$ cat config.mk
export PLATFORM = sky130hd
export DESIGN_NAME = pec_spi_regs
export DESIGN_NICKNAME = d
export VERILOG_FILES = /design/src/rtl/pec_spi_pkg.sv /design/src/rtl/pec_spi_frontend.sv /design/src/rtl/pec_frame_ctrl.sv /design/src/rtl/pec_reg_bank.sv /design/src/rtl/pec_spi_regs.sv
export SDC_FILE = /design/constraint.sdc
export NUM_CORES = 1
export LEC_CHECK = 0
export CORE_MARGIN = 2
export CORE_UTILIZATION = 35
export DETAILED_ROUTE_END_ITERATION = 10
export SLEW_MARGIN = 20
export SYNTH_ARGS = -nofsm -noshare
export SYNTH_HDL_FRONTEND = slang
export SYNTH_SLANG_ARGS = --single-unit
$ cat constraint.sdc
create_clock -name clk -period 47.7 [get_ports clk]
set_clock_uncertainty 0.15 [all_clocks]
set_input_delay 7.155 -clock clk [delete_from_list [all_inputs] [get_ports clk]]
set_output_delay 7.155 -clock clk [all_outputs]
set_load 0.02 [all_outputs]
$ cat src/rtl/pec_spi_pkg.sv
package pec_spi_pkg;

  localparam int          FRAME_BITS = 40;
  localparam logic [7:0]  PEC_SEED   = 8'h41;
  localparam logic [7:0]  PEC_POLY   = 8'h07;
  localparam logic [7:0]  KEY_OPEN   = 8'h05;
  localparam logic [7:0]  KEY_CLOSE  = 8'hA0;
  localparam logic [7:0]  CODE_SRST  = 8'h73;
  localparam logic [6:0]  ADDR_EVT   = 7'h02;
  localparam logic [6:0]  ADDR_CAP   = 7'h06;
  localparam logic [6:0]  ADDR_KEY   = 7'h08;
  localparam int          EVT_PEC    = 2;
  localparam int          EVT_CMD    = 3;

  // bit-serial CRC-8 step over one byte, MSB first
  function automatic logic [7:0] pec8_byte(input logic [7:0] crc_in, input logic [7:0] d);
    logic [7:0] c;
    logic       fb;
    c = crc_in;
    for (int i = 7; i >= 0; i--) begin
      fb = c[7] ^ d[i];
      c  = {c[6:0], 1'b0};
      if (fb) c = c ^ PEC_POLY;
    end
    return c;
  endfunction

endpackage

$ cat src/rtl/pec_spi_frontend.sv
module pec_spi_frontend (
  input  logic clk,
  input  logic rst_n,
  input  logic sclk,
  input  logic cs_n,
  input  logic mosi,
  output logic cs_act,
  output logic rise,
  output logic fall,
  output logic mosi_bit
);
  logic [2:0] sclk_s;
  logic [1:0] cs_s;
  logic [1:0] mosi_s;

  always_ff @(posedge clk or negedge rst_n) begin
    if (!rst_n) begin
      sclk_s <= '0;
      cs_s   <= 2'b11;
      mosi_s <= '0;
    end else begin
      sclk_s <= {sclk_s[1:0], sclk};
      cs_s   <= {cs_s[0], cs_n};
      mosi_s <= {mosi_s[0], mosi};
    end
  end

  assign cs_act   = ~cs_s[1];
  assign rise     = sclk_s[1] & ~sclk_s[2];
  assign fall     = ~sclk_s[1] & sclk_s[2];
  assign mosi_bit = mosi_s[1];
endmodule

$ cat src/rtl/pec_frame_ctrl.sv
module pec_frame_ctrl
  import pec_spi_pkg::*;
(
  input  logic        clk,
  input  logic        rst_n,
  input  logic        cs_act,
  input  logic        rise,
  input  logic        fall,
  input  logic        mosi_bit,
  input  logic [15:0] rd_data,
  input  logic        rd_mapped,
  input  logic        wr_reject,
  output logic [6:0]  reg_addr,
  output logic [15:0] wr_data,
  output logic        wr_en,
  output logic        set_pec,
  output logic        set_cmd,
  output logic        miso,
  output logic [5:0]  bit_cnt
);
  localparam logic [5:0] LAST_BIT = 6'(FRAME_BITS);
  localparam logic [5:0] TX_FIRST = 6'd16;
  localparam logic [5:0] TX_LAST  = 6'(FRAME_BITS - 1);

  logic [5:0]  cnt_q, cnt_d;
  logic [7:0]  sh_q, sh_d, cmd_q, cmd_d, dhi_q, dhi_d, dlo_q, dlo_d;
  logic        cok_q, cok_d;
  logic [23:0] tx_q, tx_d;
  logic        miso_q, miso_d;

  logic [7:0]  sh_in;
  logic        take, byte_done, tx_window;
  logic [5:0]  tx_pos;
  logic        cmd_ok_now, data_ok_now, wr_good;
  logic [15:0] rd_word;
  logic [7:0]  rd_pec;

  always_comb begin
    sh_in       = {sh_q[6:0], mosi_bit};
    take        = cs_act && rise && (cnt_q < LAST_BIT);
    byte_done   = take && (cnt_q[2:0] == 3'd7);
    tx_window   = (cnt_q >= TX_FIRST) && (cnt_q <= TX_LAST);
    tx_pos      = TX_LAST - cnt_q;
    cmd_ok_now  = (sh_in == pec8_byte(PEC_SEED, cmd_q));
    data_ok_now = (sh_in == pec8_byte(pec8_byte(PEC_SEED, dhi_q), dlo_q));
    wr_good     = cok_q && data_ok_now;
    rd_word     = (cmd_ok_now && rd_mapped) ? rd_data : 16'h0000;
    rd_pec      = pec8_byte(pec8_byte(PEC_SEED, rd_word[15:8]), rd_word[7:0]);
  end

  always_comb begin
    cnt_d   = cnt_q;
    sh_d    = sh_q;
    cmd_d   = cmd_q;
    dhi_d   = dhi_q;
    dlo_d   = dlo_q;
    cok_d   = cok_q;
    tx_d    = tx_q;
    miso_d  = miso_q;
    wr_en   = 1'b0;
    set_pec = 1'b0;
    set_cmd = 1'b0;
    if (!cs_act) begin
      cnt_d  = '0;
      tx_d   = '0;
      miso_d = 1'b0;
    end else begin
      if (fall) miso_d = tx_window ? tx_q[tx_pos[4:0]] : 1'b0;
      if (take) begin
        cnt_d = cnt_q + 6'd1;
        sh_d  = sh_in;
      end
      if (byte_done) begin
        case (cnt_q[5:3])
          3'd0: cmd_d = sh_in;
          3'd1: begin
            cok_d = cmd_ok_now;
            if (cmd_q[0]) begin
              tx_d    = {rd_word, rd_pec};
              set_pec = !cmd_ok_now;
              set_cmd = cmd_ok_now && !rd_mapped;
            end
          end
          3'd2: dhi_d = sh_in;
          3'd3: dlo_d = sh_in;
          3'd4: begin
            if (!cmd_q[0]) begin
              wr_en   = wr_good && !wr_reject;
              set_pec = !wr_good;
              set_cmd = wr_good && wr_reject;
            end
          end
          default: ;
        endcase
      end
    end
  end

  always_ff @(posedge clk or negedge rst_n) begin
    if (!rst_n) begin
      cnt_q  <= '0;
      sh_q   <= '0;
      cmd_q  <= '0;
      dhi_q  <= '0;
      dlo_q  <= '0;
      cok_q  <= 1'b0;
      tx_q   <= '0;
      miso_q <= 1'b0;
    end else begin
      cnt_q  <= cnt_d;
      sh_q   <= sh_d;
      cmd_q  <= cmd_d;
      dhi_q  <= dhi_d;
      dlo_q  <= dlo_d;
      cok_q  <= cok_d;
      tx_q   <= tx_d;
      miso_q <= miso_d;
    end
  end

  assign reg_addr = cmd_q[7:1];
  assign wr_data  = {dhi_q, dlo_q};
  assign miso     = miso_q;
  assign bit_cnt  = cnt_q;
endmodule

$ cat src/rtl/pec_reg_bank.sv
module pec_reg_bank
  import pec_spi_pkg::*;
#(
  parameter int NUM_PORTS = 5
) (
  input  logic        clk,
  input  logic        rst_n,
  input  logic [6:0]  addr,
  input  logic [15:0] wr_data,
  input  logic        wr_en,
  input  logic        set_pec,
  input  logic        set_cmd,
  output logic [15:0] rd_data,
  output logic        rd_mapped,
  output logic        wr_reject,
  output logic        locked,
  output logic [1:0]  evt_bits,
  output logic        srst
);
  localparam logic [7:0]  PORT_OFS_MAP  = 8'b1111_1101;
  localparam logic [15:0] GLB_STORE_MAP = 16'h0E08;
  localparam int          SLOT_SPAN     = 64;
  localparam int          GLB_SPAN      = 16;

  logic [7:0]  key_q, key_d;
  logic [1:0]  evt_q, evt_d;
  logic [15:0] pval [SLOT_SPAN];
  logic [15:0] gval [GLB_SPAN];

  logic [2:0]  pfield;
  logic [5:0]  slot;
  logic        in_port, in_glb, glb_store, key_hit, key_code_ok;

  always_comb begin
    pfield      = addr[6:4];
    slot        = {pfield - 3'd1, addr[2:0]};
    glb_store   = GLB_STORE_MAP[addr[3:0]];
    in_port     = (pfield != 3'd0) && (pfield <= 3'(NUM_PORTS)) && !addr[3] &&
                  PORT_OFS_MAP[addr[2:0]];
    in_glb      = (pfield == 3'd0) &&
                  (glb_store || addr == ADDR_EVT || addr == ADDR_CAP || addr == ADDR_KEY);
    rd_mapped   = in_port || in_glb;
    key_hit     = (addr == ADDR_KEY);
    key_code_ok = (wr_data[7:0] == KEY_OPEN) || (wr_data[7:0] == KEY_CLOSE) ||
                  (wr_data[7:0] == CODE_SRST);
    locked      = (key_q != KEY_OPEN);
    srst        = wr_en && key_hit && (wr_data[7:0] == CODE_SRST);
    if (key_hit)         wr_reject = !key_code_ok;
    else if (!rd_mapped) wr_reject = 1'b1;
    else                 wr_reject = locked;
  end

  always_comb begin
    rd_data = 16'h0000;
    if (in_port) rd_data = pval[slot];
    else if (in_glb) begin
      case (addr)
        ADDR_EVT: rd_data = {12'h000, evt_q, 2'b00};
        ADDR_CAP: rd_data = 16'(NUM_PORTS);
        ADDR_KEY: rd_data = {8'h00, key_q};
        default:  rd_data = gval[addr[3:0]];
      endcase
    end
  end

  always_comb begin
    key_d = key_q;
    evt_d = evt_q;
    if (srst) begin
      key_d = 8'h00;
      evt_d = 2'b00;
    end else begin
      if (wr_en && key_hit) key_d = wr_data[7:0];
      if (wr_en && addr == ADDR_EVT) evt_d = evt_q & ~{wr_data[EVT_CMD], wr_data[EVT_PEC]};
      evt_d = evt_d | {set_cmd, set_pec};
    end
  end

  always_ff @(posedge clk or negedge rst_n) begin
    if (!rst_n) begin
      key_q <= 8'h00;
      evt_q <= 2'b00;
    end else begin
      key_q <= key_d;
      evt_q <= evt_d;
    end
  end

  for (genvar s = 0; s < SLOT_SPAN; s++) begin : g_slot
    if ((s / 8) < NUM_PORTS && PORT_OFS_MAP[s % 8]) begin : g_reg
      logic [15:0] q, d;
      always_comb begin
        d = q;
        if (srst) d = '0;
        else if (wr_en && in_port && slot == 6'(s)) d = wr_data;
      end
      always_ff @(posedge clk or negedge rst_n) begin
        if (!rst_n) q <= '0;
        else        q <= d;
      end
      assign pval[s] = q;
    end else begin : g_none
      assign pval[s] = '0;
    end
  end

  for (genvar g = 0; g < GLB_SPAN; g++) begin : g_glb
    if (GLB_STORE_MAP[g]) begin : g_reg
      logic [15:0] q, d;
      always_comb begin
        d = q;
        if (srst) d = '0;
        else if (wr_en && in_glb && addr[3:0] == 4'(g)) d = wr_data;
      end
      always_ff @(posedge clk or negedge rst_n) begin
        if (!rst_n) q <= '0;
        else        q <= d;
      end
      assign gval[g] = q;
    end else begin : g_none
      assign gval[g] = '0;
    end
  end

  assign evt_bits = evt_q;
endmodule

$ cat src/rtl/pec_spi_regs.sv
module pec_spi_regs #(
  parameter int NUM_PORTS = 5
) (
  input  logic clk,
  input  logic rst_n,
  input  logic spi_sclk,
  input  logic spi_cs_n,
  input  logic spi_mosi,
  output logic spi_miso
);
  logic [1:0]  rst_pipe;
  logic        rst_sn;
  logic        cs_act, rise, fall, mosi_bit;
  logic [6:0]  reg_addr;
  logic [15:0] wr_data, rd_data;
  logic        wr_en, set_pec, set_cmd, rd_mapped, wr_reject;
  logic        locked, srst;
  logic [1:0]  evt_bits;
  logic [5:0]  bit_cnt;

  always_ff @(posedge clk or negedge rst_n) begin
    if (!rst_n) rst_pipe <= 2'b00;
    else        rst_pipe <= {rst_pipe[0], 1'b1};
  end
  assign rst_sn = rst_pipe[1];

  pec_spi_frontend u_front (
    .clk      (clk),
    .rst_n    (rst_sn),
    .sclk     (spi_sclk),
    .cs_n     (spi_cs_n),
    .mosi     (spi_mosi),
    .cs_act   (cs_act),
    .rise     (rise),
    .fall     (fall),
    .mosi_bit (mosi_bit)
  );

  pec_frame_ctrl u_ctrl (
    .clk       (clk),
    .rst_n     (rst_sn),
    .cs_act    (cs_act),
    .rise      (rise),
    .fall      (fall),
    .mosi_bit  (mosi_bit),
    .rd_data   (rd_data),
    .rd_mapped (rd_mapped),
    .wr_reject (wr_reject),
    .reg_addr  (reg_addr),
    .wr_data   (wr_data),
    .wr_en     (wr_en),
    .set_pec   (set_pec),
    .set_cmd   (set_cmd),
    .miso      (spi_miso),
    .bit_cnt   (bit_cnt)
  );

  pec_reg_bank #(.NUM_PORTS(NUM_PORTS)) u_bank (
    .clk       (clk),
    .rst_n     (rst_sn),
    .addr      (reg_addr),
    .wr_data   (wr_data),
    .wr_en     (wr_en),
    .set_pec   (set_pec),
    .set_cmd   (set_cmd),
    .rd_data   (rd_data),
    .rd_mapped (rd_mapped),
    .wr_reject (wr_reject),
    .locked    (locked),
    .evt_bits  (evt_bits),
    .srst      (srst)
  );
endmodule

==> flow_summary.ini <==
[setup_path]
cp_slowest_cell = clkdlybuf4s50_1
crit_family = buffers and inverters
arrival_ns = 1.57
path_cells = clkdlybuf4s50_1
path_buf_inv = 1
cpPeakStageDelay_ns = 0.60
cp-end-kind = primary output
criticalPathCategory = register to primary output
path_max_fanout = 2
crit_required_ns = 40.40
worstSetupStartpointType = register

[floorplan]
fp.coreArea_um2 = 102000
dieHeight_um = 325
io_pins = 6
rows = 117
dieArea_um2 = 105000
die_w_um = 325
initial_core_util_pct = 35.3

[clocking]
postCtsResizedCells = 0
cts_tree = yes
root_buffer = clkbuf_16
cts_buffer_depth = 3
post-cts-setup-buffer-count = 0
h-tree-depth = 3
hold_buffers = 0
cts_inserted_buffers = 79
cts_num_sinks = 706
clk_latency_ns = 0.65
path_clk_slew_ns = 0.06

[detailed_routing]
dr_wl_met3_um = 6510
dr_wl_met2_um = 45800
drtPass1Iterations = 5
drtIter0Drc = 2653
wl_met1_um = 47600
highest_layer = met5
routed_wl_um = 103000
wl_per_cell_um = 22.4
via_per_inst = 5.48
num_vias = 25300
drc = 0
postRouteAntennaNets = 0

[logic_synthesis]
synth_flop_cell = dfrtp_1
ys_types = 87
avgSynthCellArea_um2 = 10.8
netlist_instances = 3346
async_flop_share_pct = 100
yosys_register_bits = 706
synth_area_um2 = 36000
synth_warnings = 0
syn_nets = 3365
yosysSeqAreaShare_pct = 49.1
synth-edff-count = 0

[hold_path]
hold_class = register to register

[power_and_ir_drop]
cellPowerDensity_nw_per_um2 = 31.9
leakage_uw = 0.0183
power.total_uw = 1260
vdd_drop_max_v = 0.0000259

[global_route]
antenna_found_initial = 1
overflow = 0
first_global_vias = 24900
grt_pass1_wl_um = 161000
grt_max_degree = 150
grtUsageTotal_pct = 19.5

[sta]
rsz0062_at_grt = false
tightest_slew_ns = 1.18
slew_viol_final = 0
period_needed_ns = 8.88
finalCritPeriodShare_pct = 18.6
max-slew-margin-rel_pct = 19.1
max_freq_ghz = 0.113
setup_violations = 0
tns_ns = 0
finalHoldViolCount = 0

[finish]
antenna_cells = 0
area_delta_synth_final_pct = 10.0
layout-drive-gt1-share_pct = 12.5
fill_cells = 9954
nets = 3205
multi_input_area_um2 = 16700
seqCellArea_um2 = 17700

[flow_run]
cap_violations = 0

[status]
status = finished clean

[place]
hpwl_um = 59400
port-buffer-count = 5
place_congestion = 0.889
## through the flow
| stage | cells | area, um2 | setup WS (ns) | util, % | hold WS [ns] |
|---|---|---|---|---|---|
| 6_report | 4615 | 39600 | 38.82 | 38.9 | 0.194 |
| 2_1_floorplan | 3346 | 36000 | 26.42 | - | 0.181 |
| 5_1_grt | 4615 | 39600 | 38.75 | 38.9 | 0.208 |
| 4_1_cts | 4611 | 39500 | 38.78 | 38.8 | 0.198 |
| 3_3_place_gp | 4469 | 36800 | 39.48 | 36.1 | 0.190 |
| 3_5_place_dp | 4469 | 36800 | 39.47 | 36.1 | 0.186 |
## layout by cell type (no fill, tap or decap), drive strengths merged, types with 7 or more instances in the layout
cell | synthesis | layout
mux4 | 93 | 93
o221ai | 13 | 13
and2 | 10 | 10
and3 | 15 | 15
a21oi | 70 | 70
a22o | 20 | 20
nand2 | 285 | 285
mux2i | 552 | 552
buf | 196 | 74
nor3 | 21 | 21
xnor2 | 64 | 64
dfrtp | 704 | 704
nand3 | 60 | 60
xor2 | 25 | 25
o31ai | 8 | 8
a211oi | 7 | 7
inv | 18 | 23
ha | 14 | 14
o22ai | 26 | 26
clkinv | 0 | 11
or3 | 9 | 9
nor2b | 20 | 20
o21ai | 200 | 200
nand2b | 8 | 8
a22oi | 7 | 7
clkbuf | 124 | 118
nor2 | 579 | 579
a31oi | 14 | 14
a221oi | 16 | 16
mux2 | 50 | 50
nand3b | 19 | 19
## sequential cells by signal, summed over array words and instances (netlist names)
signal,count
u_bank.g_slot.g_reg.q,560
u_bank.g_glb.g_reg.q,64
u_ctrl.tx_q,24
u_ctrl.miso,1
u_bank.key_q,8
u_ctrl.sh_q,7
u_ctrl.dhi_q,8
u_ctrl.cok_q,1
u_front.mosi_s,2
u_ctrl.dlo_q,8
u_front.cs_s,2
u_ctrl.bit_cnt,6
u_ctrl.cmd_q,8
u_bank.evt_bits,2
rst_pipe,2
u_front.sclk_s,3
## kinds of logic (layout without fill, tap and decap cells)
| family | after synthesis | in the layout | share of synthesized area [%] |
|---|---|---|---|
| AOI/OAI and AO/OA | 448 | 448 | 7.84 |
| xor gates and xnor gates | 92 | 92 | 2.40 |
| adders and majority gates | 14 | 14 | 0.487 |
| buffers and inverters | 338 | 239 | 4.56 |
| DFF | 706 | 706 | 49.1 |
| muxes | 695 | 695 | 22.7 |
| other | 1 | 1 | 0.0104 |
| and+or+nand+nor | 1052 | 1052 | 12.9 |
## cell usage after synthesis, types with 36 or more instances
library cell	n	share of area, %
nand3_1	60	0.83
mux2_2	50	1.6
buf_2	137	1.9
xnor2_1	62	1.5
clkbuf_1	122	1.3
nand2_1	279	2.9
buf_4	36	0.75
mux4_2	93	5.8
mux2i_1	552	15
dfrtp_1	704	49
a21oi_1	70	0.97
o21ai_0	198	2.8
nor2_1	564	5.9
## path summary, 6_finish.rpt
check / start / to / slack [ns] / cells after the start
worst max register to register: u_ctrl.cmd_q[5] / u_bank.g_slot[14].g_reg.q[14] / 40.21 / 18
worst min-delay path: u_front.mosi_s[0] / u_front.mosi_s[1] / 0.19 / 0
min in group asynchronous: rst_pipe[1] / u_bank.g_slot[13].g_reg.q[0] / 0.22 / 0
worst max-delay path: u_ctrl.miso / spi_miso / 38.82 / 1
max in group asynchronous: rst_n / rst_pipe[1] / 40.75 / 1
worst min register to register: u_front.mosi_s[0] / u_front.mosi_s[1] / 0.19 / 0
## final cells by class
| type | instances | share of cell area [%] |
|---|---|---|
| multi-input combinational | 2302 | 42.2 |
| timing repair buffer | 79 | 1.77 |
| sequential | 706 | 44.7 |
| tap | 1368 | 4.32 |
| clock buffer | 118 | 5.89 |
| inverter | 18 | 0.171 |
| clock inverter | 24 | 0.916 |
## layer usage
layer / GRT usage [%] / vias to the layer above
met1: 28.2 / 12900
met5: 0 / -
met2: 29.6 / 819
met3: 3.59 / 202
li1: - / 11400
met4: 6.01 / 2
## power breakdown
part           switching (uW)  internal [uW]  total (uW)
Combinational            15.8           5.94        21.7
Clock                     266            369         635
Sequential               5.47            601         606
Power figures use the tool's default switching activity.
